[src/rtl/mpu_pkg.sv]
package mpu_pkg;

    localparam int REGION_COUNT  = 8;
    localparam int ADDR_W        = 32;
    localparam int PAGE_SHIFT    = 12;
    localparam int SIZE_CODE_W   = 4;
    localparam int MAX_SIZE_CODE = 10;
    localparam int PERM_W        = 4;
    localparam int IDX_W         = $clog2(REGION_COUNT);
    localparam int BASE_W        = ADDR_W - PAGE_SHIFT;

    typedef struct packed {
        logic                   enable;
        logic [BASE_W-1:0]      base;
        logic [SIZE_CODE_W-1:0] size_code;
        logic                   cacheable;
        logic                   bufferable;
        logic [PERM_W-1:0]      perm;
    } region_cfg_t;

    typedef struct packed {
        logic priv_rd;
        logic priv_wr;
        logic user_rd;
        logic user_wr;
    } rights_t;

    // Effective size code after clamping to the largest legal region.
    function automatic logic [SIZE_CODE_W-1:0] clamp_size(input logic [SIZE_CODE_W-1:0] code);
        return (code > SIZE_CODE_W'(MAX_SIZE_CODE)) ? SIZE_CODE_W'(MAX_SIZE_CODE) : code;
    endfunction

    // Ones on the address bits that take part in the region compare.
    function automatic logic [ADDR_W-1:0] compare_mask(input logic [SIZE_CODE_W-1:0] code);
        logic [ADDR_W-1:0] m;
        int unsigned       low;
        low = PAGE_SHIFT + int'(clamp_size(code));
        for (int b = 0; b < ADDR_W; b++) begin
            m[b] = (b >= int'(low));
        end
        return m;
    endfunction

    function automatic rights_t decode_perm(input logic [PERM_W-1:0] code);
        rights_t r;
        r = '0;
        case (code)
            4'b0001: r = '{priv_rd: 1'b1, priv_wr: 1'b1, user_rd: 1'b0, user_wr: 1'b0};
            4'b0010: r = '{priv_rd: 1'b1, priv_wr: 1'b1, user_rd: 1'b1, user_wr: 1'b0};
            4'b0011: r = '{priv_rd: 1'b1, priv_wr: 1'b1, user_rd: 1'b1, user_wr: 1'b1};
            4'b0101: r = '{priv_rd: 1'b1, priv_wr: 1'b0, user_rd: 1'b0, user_wr: 1'b0};
            4'b0110: r = '{priv_rd: 1'b1, priv_wr: 1'b0, user_rd: 1'b1, user_wr: 1'b0};
            default: r = '0;
        endcase
        return r;
    endfunction

endpackage

[src/rtl/mpu_region_regs.sv]
module mpu_region_regs
    import mpu_pkg::*;
#(
    parameter int N = REGION_COUNT,
    localparam int IW = $clog2(N)
) (
    input  logic                 clk,
    input  logic                 rst,
    input  logic                 we,
    input  logic [IW-1:0]        idx,
    input  region_cfg_t          wdata,
    output region_cfg_t [N-1:0]  regions
);

    logic [N-1:0] en_vec;

    for (genvar i = 0; i < N; i++) begin : g_reg
        always_ff @(posedge clk) begin
            if (rst) begin
                regions[i] <= '0;
            end else if (we && idx == IW'(i)) begin
                regions[i] <= wdata;
            end
        end
        assign en_vec[i] = regions[i].enable;
    end

    assert_reset_clear_R1: assert property (@(posedge clk) rst |=> (en_vec == '0));

    assert_write_lands_R2: assert property (@(posedge clk) disable iff (rst)
        we |=> (regions[$past(idx)] == $past(wdata)));

endmodule

[src/rtl/mpu_region_match.sv]
module mpu_region_match
    import mpu_pkg::*;
#(
    parameter int N = REGION_COUNT
) (
    input  region_cfg_t [N-1:0] regions,
    input  logic [ADDR_W-1:0]   addr,
    output logic [N-1:0]        hit
);

    for (genvar i = 0; i < N; i++) begin : g_cmp
        logic [ADDR_W-1:0] base_full;
        logic [ADDR_W-1:0] mask;
        assign base_full = {regions[i].base, {PAGE_SHIFT{1'b0}}};
        assign mask      = compare_mask(regions[i].size_code);
        assign hit[i]    = regions[i].enable && (((addr ^ base_full) & mask) == '0);
    end

endmodule

[src/rtl/mpu_priority_sel.sv]
module mpu_priority_sel
    import mpu_pkg::*;
#(
    parameter int N = REGION_COUNT,
    localparam int IW = $clog2(N)
) (
    input  logic          clk,
    input  logic          rst,
    input  logic [N-1:0]  hit,
    output logic          found,
    output logic [IW-1:0] winner
);

    always_comb begin
        found  = 1'b0;
        winner = '0;
        for (int i = 0; i < N; i++) begin
            if (hit[i]) begin
                found  = 1'b1;
                winner = IW'(i);
            end
        end
    end

    assert_winner_hits_R5: assert property (@(posedge clk) disable iff (rst)
        found |-> hit[winner]);

    assert_winner_highest_R5: assert property (@(posedge clk) disable iff (rst)
        found |-> ((hit >> winner) == 1));

    assert_miss_empty_R6: assert property (@(posedge clk) disable iff (rst)
        !found |-> (hit == '0));

endmodule

[src/rtl/mpu_guard.sv]
module mpu_guard
    import mpu_pkg::*;
#(
    parameter int N = REGION_COUNT,
    localparam int IW = $clog2(N)
) (
    input  logic                   clk,
    input  logic                   rst,
    input  logic                   cfg_we,
    input  logic [IW-1:0]          cfg_idx,
    input  logic [ADDR_W-1:0]      cfg_base,
    input  logic [SIZE_CODE_W-1:0] cfg_size,
    input  logic                   cfg_en,
    input  logic                   cfg_cache,
    input  logic                   cfg_buf,
    input  logic [PERM_W-1:0]      cfg_perm,
    input  logic                   req_valid,
    input  logic [ADDR_W-1:0]      req_addr,
    input  logic                   req_write,
    input  logic                   req_priv,
    output logic                   rsp_valid,
    output logic                   rsp_fault,
    output logic                   rsp_cacheable,
    output logic                   rsp_bufferable
);

    region_cfg_t          wdata;
    region_cfg_t [N-1:0]  regions;
    logic [N-1:0]         hit;
    logic                 found;
    logic [IW-1:0]        winner;
    region_cfg_t          sel;
    rights_t              rights;
    logic                 allowed;

    assign wdata = '{enable:     cfg_en,
                     base:       cfg_base[ADDR_W-1:PAGE_SHIFT],
                     size_code:  cfg_size,
                     cacheable:  cfg_cache,
                     bufferable: cfg_buf,
                     perm:       cfg_perm};

    mpu_region_regs #(.N(N)) u_regs (
        .clk     (clk),
        .rst     (rst),
        .we      (cfg_we),
        .idx     (cfg_idx),
        .wdata   (wdata),
        .regions (regions)
    );

    mpu_region_match #(.N(N)) u_match (
        .regions (regions),
        .addr    (req_addr),
        .hit     (hit)
    );

    mpu_priority_sel #(.N(N)) u_sel (
        .clk    (clk),
        .rst    (rst),
        .hit    (hit),
        .found  (found),
        .winner (winner)
    );

    assign sel    = regions[winner];
    assign rights = decode_perm(sel.perm);

    always_comb begin
        if (req_priv) allowed = req_write ? rights.priv_wr : rights.priv_rd;
        else          allowed = req_write ? rights.user_wr : rights.user_rd;
    end

    always_ff @(posedge clk) begin
        if (rst) begin
            rsp_valid      <= 1'b0;
            rsp_fault      <= 1'b0;
            rsp_cacheable  <= 1'b0;
            rsp_bufferable <= 1'b0;
        end else begin
            rsp_valid <= req_valid;
            if (req_valid) begin
                rsp_fault      <= !(found && allowed);
                rsp_cacheable  <= found && sel.cacheable;
                rsp_bufferable <= found && sel.bufferable;
            end
        end
    end

    assert_rsp_follows_req_R9: assert property (@(posedge clk) disable iff (rst)
        req_valid |=> rsp_valid);

    assert_no_spurious_rsp_R9: assert property (@(posedge clk) disable iff (rst)
        !req_valid |=> !rsp_valid);

    assert_hold_when_idle_R9: assert property (@(posedge clk) disable iff (rst)
        (!req_valid && !$past(rst)) |=> ($stable(rsp_fault) && $stable(rsp_cacheable) && $stable(rsp_bufferable)));

    assert_miss_faults_R6: assert property (@(posedge clk) disable iff (rst)
        (req_valid && hit == '0) |=> (rsp_fault && !rsp_cacheable && !rsp_bufferable));

endmodule

[config.mk]
export PLATFORM = sky130hd
export DESIGN_NAME = mpu_guard
export DESIGN_NICKNAME = d
export VERILOG_FILES = /design/src/rtl/mpu_pkg.sv /design/src/rtl/mpu_region_regs.sv /design/src/rtl/mpu_region_match.sv /design/src/rtl/mpu_priority_sel.sv /design/src/rtl/mpu_guard.sv
export SDC_FILE = /design/constraint.sdc
export NUM_CORES = 1
export LEC_CHECK = 0
export CORE_ASPECT_RATIO = 0.5
export CORE_MARGIN = 2
export CORE_UTILIZATION = 45
export CTS_BUF_LIST = sky130_fd_sc_hd__clkbuf_8
export DETAILED_ROUTE_END_ITERATION = 10
export PLACE_DENSITY = 0.74
export SYNTH_ARGS = -nofsm -noshare
export SYNTH_HDL_FRONTEND = slang
export SYNTH_SLANG_ARGS = --single-unit
export TNS_END_PERCENT = 5
[constraint.sdc]
create_clock -name clk -period 6.8 [get_ports clk]
set_input_delay 1.02 -clock clk [delete_from_list [all_inputs] [get_ports clk]]
set_output_delay 1.02 -clock clk [all_outputs]
set_load 0.005 [all_outputs]
==> reports/summary.txt <==
Status -> complete, no violations
Slew Viols, Final -> 0
Vias in the first global route -> 12300
Max Cap Violations -> 0
Clock Latency Late Sink -> 590 ps
Initial DRT Pass Iterations -> 6
Largest net degree at the start of global routing -> 98
Crit Path Category -> in2reg
Via density -> 5.84
Synth top area share -> 0.361
Final setup violation count -> 0
Met1 Use GR -> 0.385
Post-route cell area -> 15600 um2
Slowest-stage cell, CP -> clkdlybuf4s50_1
DRT Wirelength -> 48000 um
Fin. Hold Viols -> 0
Top_reg_cell synth -> dfxtp_1
Routed WL per cell -> 20.9 um
Mapped Cells -> 1871
Busiest grt layer -> met2
Inst Count DP -> 2219
Met2 Use GR -> 0.437
Num CTS Buffers -> 40
WP buf/inv -> 2
Initial Util -> 0.459
Pre-CTS setup slack -> 1180 ps
Crit-path max FO -> 11
Total chip power -> 3.35 mW
Total GRT Usage -> 0.293
HPWL reported at the end of detailed placement -> 32000 um
CP Capture Type -> register
Async set-reset flop share out of synthesis -> 0
Via count -> 13400
Fmax achieved -> 0.192 GHz
Grt met3 use -> 0.0904
Post-synth top area cell -> dfxtp_1
Worst-margin pin slew -> 1110 ps
GP Congestion -> 0.932
Die area -> 32500 um2
EDFF count, synth -> 0
Required time of the critical path -> 7240 ps
Ranking of synthesized cells by area -> dfxtp_1, nand2_1, a21oi_1, xnor2_1, xor2_1
Seq cells post-synth -> 252
Initial antenna violation count -> 4
Unrepaired setup endpoints after global routing -> false
Clock buffer depth -> 3
Crit-path max cell delay -> 850 ps
Sink Count -> 252
Hold-fix buffers, CTS -> 0
CTS tree -> built
Worst Setup Slack, final -> 1590 ps
DRC errors left -> 0
Post-layout util -> 0.514
Number of synthesis warnings -> 0
Post-Syn Area -> 14000 um2
Max H-tree Level -> 2
Share of cells above drive strength 1 -> 0.0692
# IOs -> 88
Dpl cell area -> 14800 um2
Yosys cell types -> 89
Synthesized Nets -> 1979
CORE AREA -> 30400 um2
CP Launch Type -> primary input
Highest-count cells in the layout ignoring fill and taps -> nand2_1, a21oi_1, dfxtp_1
Leakage -> 5.42 nW
Most common cell after layout, fill and taps aside -> nand2_1
Area Growth Syn to Fin -> 12.0%
Crit path arrival time -> 5660 ps
Power Density -> 214 nW/um2
Routed Antenna Nets -> 0
Clk slew on worst S/H paths -> 60 ps
Site row count -> 45
Post_cts resized -> 0
Peak VDD IR -> 0.000127 V
HP Class -> reg2reg
Worst Skew -> 33.9 ps
WHS -> 437 ps
Global-route wire length before repair -> 72000 um
Die Ht -> 129 um
Mean Syn Cell Area -> 7.46 um2
Chip width -> 253 um
CP cell instances -> clkdlybuf4s50_1, xnor2_1, a31oi_1, a211oi_1, nand4_1, a2111o_1, o21ai_0, or2_1, inv_1, and3_1, or4_1, o211a_1, o31a_1
R2r setup slk -> 1650 ps
Post-CTS Setup Bufs -> 0
Clock root cell -> clkbuf_8
Iteration-0 DRC Markers -> 1374
Family with the most delay on the worst path -> compound AO/OA/AOI/OAI gates
Cell Count, Final, Fillers Out -> 2294
Port Buffers -> 75
Period minus WS final -> 5210 ps
Sum Neg Setup Slack -> 0 ps
Fillers -> 2923
Fin nets -> 1970
Remaining global-route overflow -> 0
Sequential area share after synthesis -> 0.361
Final period util -> 0.767
Max_slew headroom -> 0.261
[registers in the layout (all words and copies together) (netlist names)]
register / cells
rsp_bufferable: 1
rsp_fault: 1
u_regs.regions: 248
rsp_valid: 1
rsp_cacheable: 1
[cells in the mapped netlist, drive strengths merged, types with 11 or more instances]
cell type	n
nor2	43
nand3	34
xor2	56
clkbuf	131
ha	24
nor4	11
nand2	547
a31oi	12
nand2b	14
buf	27
dfxtp	252
mux2i	25
a21oi	291
xnor2	107
inv	30
a22oi	12
o21ai	34
a211oi	15
nand4	24
[tightest hold or removal path, delay by kind of cell, from the launching register on]
family	cells	cell delay, ps
DFF	1	310
and+or+nand+nor	2	90
[routing by layer]
| metal | up-vias | wire [um] |
|---|---|---|
| met5 | - | 12 |
| met4 | 2 | 2370 |
| met3 | 155 | 5700 |
| met2 | 680 | 19900 |
| met1 | 6247 | 20000 |
| li1 | 6323 | - |
[worst paths after layout]
kind / depth (start not counted) / from / to
min reg2reg: 2 / rsp_bufferable / rsp_bufferable
min: 2 / rsp_bufferable / rsp_bufferable
max: 13 / req_addr[18] / rsp_fault
max reg2reg: 16 / u_regs.regions[133] / rsp_fault
[report_power, final]
part | switching [mW] | leakage (nW) | internal, mW
sequential | 0.0248 | 2.04 | 1.51
combinational | 0.270 | 2.89 | 0.147
clock | 0.640 | 0.490 | 0.759
total | 0.935 | 5.42 | 2.41
[logic make-up (layout without fill, tap and decap cells)]
group	after synthesis	after routing	synth area share
xor gates and xnor gates	163	163	0.102
adders and majority gates	24	24	0.0215
AOI/OAI and AO/OA	464	464	0.199
buffers and inverters	188	210	0.0593
other	0	2	0
and+or+nand+nor	749	749	0.234
DFF	252	252	0.361
muxes	31	31	0.0228
[final cells by class]
cell class,count,area [um2],share of cell area
clock buffer,55,757,0.0484
inverter,30,113,0.00720
multi-input combinational,1431,8110,0.519
tap,399,499,0.0319
sequential,252,5040,0.323
clock inverter,18,106,0.00680
timing repair buffer,107,992,0.0635
antenna,2,5.00,0.000320
(Power assumes the default switching activity.)
